[src/rtl/srl_pkg.sv]
package srl_pkg;
    typedef enum logic [1:0] {
        ST_ADDR_IDLE  = 2'd0,
        ST_ADDR_SHIFT = 2'd1,
        ST_DATA_IDLE  = 2'd2,
        ST_DATA_SHIFT = 2'd3
    } srl_state_e;
endpackage

[src/rtl/srl_sync.sv]
module srl_sync #(
    parameter int STAGES = 2
) (
    input  logic clk,
    input  logic rst,
    input  logic pin,
    output logic level,
    output logic rise,
    output logic fall
);
    logic [STAGES-1:0] chain_q;
    logic              prev_q;

    generate
        for (genvar s = 0; s < STAGES; s++) begin : g_stage
            if (s == 0) begin : g_first
                always_ff @(posedge clk) begin
                    if (rst) chain_q[0] <= 1'b0;
                    else     chain_q[0] <= pin;
                end
            end else begin : g_next
                always_ff @(posedge clk) begin
                    if (rst) chain_q[s] <= 1'b0;
                    else     chain_q[s] <= chain_q[s-1];
                end
            end
        end
    endgenerate

    always_ff @(posedge clk) begin
        if (rst) prev_q <= 1'b0;
        else     prev_q <= chain_q[STAGES-1];
    end

    assign level = chain_q[STAGES-1];
    assign rise  = level & ~prev_q;
    assign fall  = ~level & prev_q;
endmodule

[src/rtl/srl_fsm.sv]
module srl_fsm
    import srl_pkg::*;
(
    input  logic       clk,
    input  logic       rst,
    input  logic       en_rise,
    input  logic       en_fall,
    input  logic       clk_rise,
    output logic       shift_clr,
    output logic       shift_en,
    output logic       addr_load,
    output logic       data_commit,
    output logic       phase_data,
    output srl_state_e state
);
    srl_state_e state_q, state_d;

    always_comb begin
        state_d = state_q;
        unique case (state_q)
            ST_ADDR_IDLE:  if (en_rise) state_d = ST_ADDR_SHIFT;
            ST_ADDR_SHIFT: if (en_fall) state_d = ST_DATA_IDLE;
            ST_DATA_IDLE:  if (en_rise) state_d = ST_DATA_SHIFT;
            ST_DATA_SHIFT: if (en_fall) state_d = ST_ADDR_IDLE;
            default:                    state_d = ST_ADDR_IDLE;
        endcase
    end

    always_ff @(posedge clk) begin
        if (rst) state_q <= ST_ADDR_IDLE;
        else     state_q <= state_d;
    end

    always_comb begin
        shift_clr   = 1'b0;
        shift_en    = 1'b0;
        addr_load   = 1'b0;
        data_commit = 1'b0;
        phase_data  = 1'b0;
        unique case (state_q)
            ST_ADDR_IDLE: begin
                shift_clr = en_rise;
            end
            ST_ADDR_SHIFT: begin
                shift_en  = clk_rise;
                addr_load = en_fall;
            end
            ST_DATA_IDLE: begin
                shift_clr  = en_rise;
                phase_data = 1'b1;
            end
            ST_DATA_SHIFT: begin
                shift_en    = clk_rise;
                data_commit = en_fall;
                phase_data  = 1'b1;
            end
            default: ;
        endcase
    end

    assign state = state_q;
endmodule

[src/rtl/srl_shifter.sv]
module srl_shifter #(
    parameter int WIDTH = 16
) (
    input  logic             clk,
    input  logic             rst,
    input  logic             clr,
    input  logic             shift,
    input  logic             bit_in,
    output logic [WIDTH-1:0] word
);
    logic [WIDTH-1:0] word_q;

    always_ff @(posedge clk) begin
        if (rst || clr) word_q <= '0;
        else if (shift) word_q <= {word_q[WIDTH-2:0], bit_in};
    end

    assign word = word_q;
endmodule

[src/rtl/srl_regbank.sv]
module srl_regbank #(
    parameter int ADDR_W   = 8,
    parameter int DATA_W   = 16,
    parameter int NUM_REGS = 8
) (
    input  logic                       clk,
    input  logic                       rst,
    input  logic                       addr_load,
    input  logic                       data_commit,
    input  logic [DATA_W-1:0]          shift_word,
    output logic [NUM_REGS*DATA_W-1:0] reg_flat,
    output logic                       wr_stb,
    output logic [ADDR_W-1:0]          wr_addr
);
    logic [ADDR_W-1:0] addr_q;
    logic              in_range;
    logic              stb_q;
    logic [ADDR_W-1:0] stb_addr_q;

    assign in_range = (addr_q < ADDR_W'(NUM_REGS));

    always_ff @(posedge clk) begin
        if (rst)            addr_q <= '0;
        else if (addr_load) addr_q <= shift_word[ADDR_W-1:0];
    end

    generate
        for (genvar i = 0; i < NUM_REGS; i++) begin : g_reg
            logic [DATA_W-1:0] val_q;
            always_ff @(posedge clk) begin
                if (rst)
                    val_q <= '0;
                else if (data_commit && addr_q == ADDR_W'(i))
                    val_q <= shift_word;
            end
            assign reg_flat[i*DATA_W +: DATA_W] = val_q;
        end
    endgenerate

    always_ff @(posedge clk) begin
        if (rst) begin
            stb_q      <= 1'b0;
            stb_addr_q <= '0;
        end else begin
            stb_q <= data_commit && in_range;
            if (data_commit && in_range) stb_addr_q <= addr_q;
        end
    end

    assign wr_stb  = stb_q;
    assign wr_addr = stb_addr_q;
endmodule

[src/rtl/serial_reg_loader.sv]
module serial_reg_loader
    import srl_pkg::*;
#(
    parameter int ADDR_W      = 8,
    parameter int DATA_W      = 16,
    parameter int NUM_REGS    = 8,
    parameter int SYNC_STAGES = 2
) (
    input  logic                       clk,
    input  logic                       rst,
    input  logic                       ser_data,
    input  logic                       ser_clk,
    input  logic                       ser_en,
    output logic [NUM_REGS*DATA_W-1:0] reg_flat,
    output logic                       wr_stb,
    output logic [ADDR_W-1:0]          wr_addr
);
    localparam int SHIFT_W = (DATA_W > ADDR_W) ? DATA_W : ADDR_W;

    logic       data_lvl, data_rise_unused, data_fall_unused;
    logic       sclk_lvl_unused, sclk_rise, sclk_fall_unused;
    logic       en_lvl_unused, en_rise, en_fall;
    logic       shift_clr, shift_en, addr_load, data_commit, phase_data;
    srl_state_e state;
    logic [SHIFT_W-1:0] shift_word;

    srl_sync #(.STAGES(SYNC_STAGES)) u_sync_data (
        .clk(clk), .rst(rst), .pin(ser_data),
        .level(data_lvl), .rise(data_rise_unused), .fall(data_fall_unused)
    );
    srl_sync #(.STAGES(SYNC_STAGES)) u_sync_sclk (
        .clk(clk), .rst(rst), .pin(ser_clk),
        .level(sclk_lvl_unused), .rise(sclk_rise), .fall(sclk_fall_unused)
    );
    srl_sync #(.STAGES(SYNC_STAGES)) u_sync_en (
        .clk(clk), .rst(rst), .pin(ser_en),
        .level(en_lvl_unused), .rise(en_rise), .fall(en_fall)
    );

    srl_fsm u_fsm (
        .clk(clk), .rst(rst),
        .en_rise(en_rise), .en_fall(en_fall), .clk_rise(sclk_rise),
        .shift_clr(shift_clr), .shift_en(shift_en),
        .addr_load(addr_load), .data_commit(data_commit),
        .phase_data(phase_data), .state(state)
    );

    srl_shifter #(.WIDTH(SHIFT_W)) u_shift (
        .clk(clk), .rst(rst), .clr(shift_clr), .shift(shift_en),
        .bit_in(data_lvl), .word(shift_word)
    );

    srl_regbank #(.ADDR_W(ADDR_W), .DATA_W(DATA_W), .NUM_REGS(NUM_REGS)) u_bank (
        .clk(clk), .rst(rst),
        .addr_load(addr_load), .data_commit(data_commit),
        .shift_word(shift_word[DATA_W-1:0]),
        .reg_flat(reg_flat), .wr_stb(wr_stb), .wr_addr(wr_addr)
    );
endmodule

[config.mk]
export PLATFORM = sky130hd
export DESIGN_NAME = serial_reg_loader
export DESIGN_NICKNAME = d
export VERILOG_FILES = /design/src/rtl/srl_pkg.sv /design/src/rtl/srl_sync.sv /design/src/rtl/srl_fsm.sv /design/src/rtl/srl_shifter.sv /design/src/rtl/srl_regbank.sv /design/src/rtl/serial_reg_loader.sv
export SDC_FILE = /design/constraint.sdc
export NUM_CORES = 1
export LEC_CHECK = 0
export BUFFER_PORTS_ARGS = -buffer_cell sky130_fd_sc_hd__buf_2
export CORE_ASPECT_RATIO = 0.8
export CORE_UTILIZATION = 52
export CTS_CLUSTER_SIZE = 8
export DETAILED_ROUTE_END_ITERATION = 6
export GPL_ROUTABILITY_DRIVEN = 0
export PLACE_DENSITY = 0.73
export SYNTH_ARGS = -nofsm -noshare
export SYNTH_HDL_FRONTEND = slang
export SYNTH_SLANG_ARGS = --single-unit
export TNS_END_PERCENT = 30
[constraint.sdc]
create_clock -name clk -period 2.3 [get_ports clk]
set_input_delay 0.23 -clock clk [delete_from_list [all_inputs] [get_ports clk]]
set_output_delay 0.23 -clock clk [all_outputs]
set_load 0.01 [all_outputs]
==> results.json <==
{
  "die_width_um": 125,
  "drc": 10,
  "critPathCaptureType": "register",
  "design.core.area_um2": 11700,
  "yosys_register_bits": 171,
  "setup-tns-final_ps": 0,
  "antenna_found_initial": 0,
  "slew-limit-headroom": 0.472,
  "power_leakage_nw": 2.97,
  "hold_buffers": 0,
  "track_usage": 0.271,
  "vias": 5556,
  "synth_warnings": 0,
  "clkSlewWorstSetupHoldPaths_ps": 60,
  "switching_power_mw": 1.17,
  "timing.final.crit_share": 0.929,
  "grt_overflow_total": 0,
  "synthCells": 764,
  "setup_viol": 0,
  "dieArea_um2": 12600,
  "grt_pass1_wl_mm": 26.2,
  "post_cts_resized": 0,
  "drt_iter0_drc": 442,
  "seqPwrFrac": 0.513,
  "tightest_slew_ps": 791,
  "synth_area_per_cell_um2": 8.30,
  "start_kind": "register",
  "clkSinkCount": 171,
  "clk_path_buf_depth": 2,
  "synth_area_um2": 6340,
  "worstPathArrival_ps": 2410,
  "hp-class": "input pin to register",
  "maxCapViolCount": 0,
  "stdcell_area_um2": 7610,
  "final_cells": 1034,
  "clkPwrFrac": 0.472,
  "slew_viol_final": 0,
  "critPathMaxFanout": 16,
  "initial_core_util": 0.542,
  "dpl.cell_count": 1005,
  "clk_latency_ps": 420,
  "synthFlopType": "dfxtp_1",
  "syn_to_final_growth_pct": 20.1,
  "numCtsBuffers": 17,
  "dpl_cell_area_um2": 7060,
  "drtPass1Iterations": 7,
  "postCtsSetupRepairBufs": 0,
  "switching_share": 0.201,
  "wl_mm": 16.6,
  "combPwrFrac": 0.014,
  "n_antenna_cell": 0,
  "dpl.hpwl_mm": 10.9,
  "period_needed_ps": 2140,
  "fp.dieH_um": 101,
  "wl_per_cell_um": 16.1,
  "finClkSkew_ps": 8.08,
  "grt_max_degree": 60,
  "cts_max_level": 4,
  "power.density_nw_per_um2": 761,
  "hold_viol_final": 0,
  "required_ps": 2570,
  "ant_nets": 0,
  "rows": 35,
  "clockRootBuffer": "clkbuf_16",
  "p_int_mw": 4.62,
  "outcome": "complete, but fails checks",
  "cts_tree": "done",
  "drive_gt1_frac": 0.269,
  "via_per_inst": 5.37,
  "nNetsFinal": 885,
  "pin_count": 142,
  "seq_area_frac_synth": 0.540,
  "synth_edf_count": 0,
  "fmax_mhz": 468,
  "path_class": "register to register",
  "rsz0062_at_grt": "false",
  "syn-num-nets": 773,
  "netlist-cell-type-count": 37,
  "grt_pass1_vias": 5117,
  "violations": "DRC",
  "port_buffers": 141,
  "synthArstFlopShare": 0,
  "ir_drop_uv": 472
}
layer usage:
metal,GRT usage,share of wire,wire length (µm)
met4,0.105,0.018,300
met2,0.436,0.47,7810
met5,0,0,0
met3,0.0669,0.081,1340
met1,0.354,0.43,7190
cell type report:
| cell class | instances | area (µm²) |
|---|---|---|
| timing repair buffer | 159 | 843 |
| inverter | 3 | 11.3 |
| sequential | 171 | 3420 |
| fill | 993 | 4080 |
| clock buffer | 22 | 464 |
| multi-input combinational | 524 | 2590 |
| tap | 148 | 185 |
| clock inverter | 7 | 93.8 |
power groups by stage:
stage | Clock (mW) | Combinational (mW) | Sequential, mW
floorplan | 0 | 0.0652 | 3.04
global placement | 0 | 0.0798 | 3.04
detailed placement | 0 | 0.0831 | 3.04
finish | 2.73 | 0.0831 | 2.97
CTS | 2.76 | 0.0832 | 2.97
global route | 2.91 | 0.0920 | 2.97
synthesized netlist by cell type (2+ instances only):
| cell type | instances | area [µm²] |
|---|---|---|
| or4_4 | 2 | 22.5 |
| or4_1 | 3 | 22.5 |
| nor2b_1 | 10 | 62.6 |
| nand4_1 | 4 | 25.0 |
| nor4_1 | 2 | 12.5 |
| nor4_4 | 4 | 85.1 |
| nand2_1 | 278 | 1040 |
| buf_6 | 2 | 22.5 |
| buf_2 | 15 | 75.1 |
| a21oi_1 | 133 | 666 |
| or2_2 | 2 | 12.5 |
| a21oi_2 | 20 | 175 |
| mux2i_1 | 3 | 30.0 |
| nand2_2 | 20 | 125 |
| dfxtp_1 | 171 | 3420 |
| nor2_1 | 8 | 30.0 |
| ha_1 | 4 | 50.1 |
| nand3_1 | 8 | 40.0 |
| and2_1 | 5 | 31.3 |
| nor3b_1 | 2 | 15.0 |
| clkbuf_1 | 46 | 173 |
| inv_1 | 3 | 11.3 |
| and4_1 | 4 | 35.0 |
| buf_12 | 2 | 40.0 |
state kept, by name, indices dropped and copies added (netlist names):
register             cells
u_shift.word            16
u_sync_sclk.prev_q       1
u_sync_en.chain_q        1
u_sync_data.chain_q      1
u_sync_data.level        1
u_fsm.state              2
u_bank.addr_q            8
u_sync_sclk.chain_q      1
u_bank.wr_addr           8
u_bank.g.val_q         128
u_sync_sclk.level        1
u_sync_en.level          1
u_sync_en.prev_q         1
u_bank.wr_stb            1
stage by stage:
step	util	total power, mW	worst slack (ps)	hold WS, ps
after global placement	0.603	3.12	281	424
after detailed placement	0.603	3.12	197	423
final	0.651	5.79	162	23.3
after CTS	0.651	5.82	172	18.9
after global routing	0.651	5.98	51.6	10.0
after floorplan	-	3.10	380	358
path summary, 6_finish.rpt:
check                           cells after the start                       end  slack [ps]              start
worst max-delay path                                7  u_bank.g_reg[0].val_q[0]         160     u_fsm.state[0]
worst min-delay path                                2      u_sync_en.chain_q[0]          20             ser_en
worst max register to register                      7  u_bank.g_reg[0].val_q[0]         160     u_fsm.state[0]
worst min register to register                      2           u_shift.word[0]         430  u_sync_data.level
critical path, stage by stage (launching register included):
cell and delay, ps:
dfxtp_1 400, ha_1 220, nand4bb_1 240, buf_4 250, or4_1 490, buf_4 220
nand2_1 100, a21oi_1 70
cells in the final DEF, fill, tap and decap left out, types with 3 or more instances in the layout:
master / instances
nor2_1: 8
dfxtp_1: 171
nand3_1: 8
mux2i_1: 3
clkbuf_16: 17
and2_1: 5
buf_2: 140
nor4_4: 4
buf_4: 19
nand2_1: 278
and4_1: 4
clkbuf_1: 3
ha_1: 4
a21oi_1: 133
nand4_1: 4
inv_1: 3
or4_1: 3
nor2b_1: 10
a21oi_2: 20
nand2_2: 20
logic make-up after synthesis:
| family | synth area share |
|---|---|
| compound gates | 0.136 |
| fa+ha+maj | 0.00789 |
| buf+inv | 0.0513 |
| flops | 0.540 |
| mux | 0.00474 |
| simple gates | 0.260 |
No activity file was read; power rests on OpenSTA's default activity.
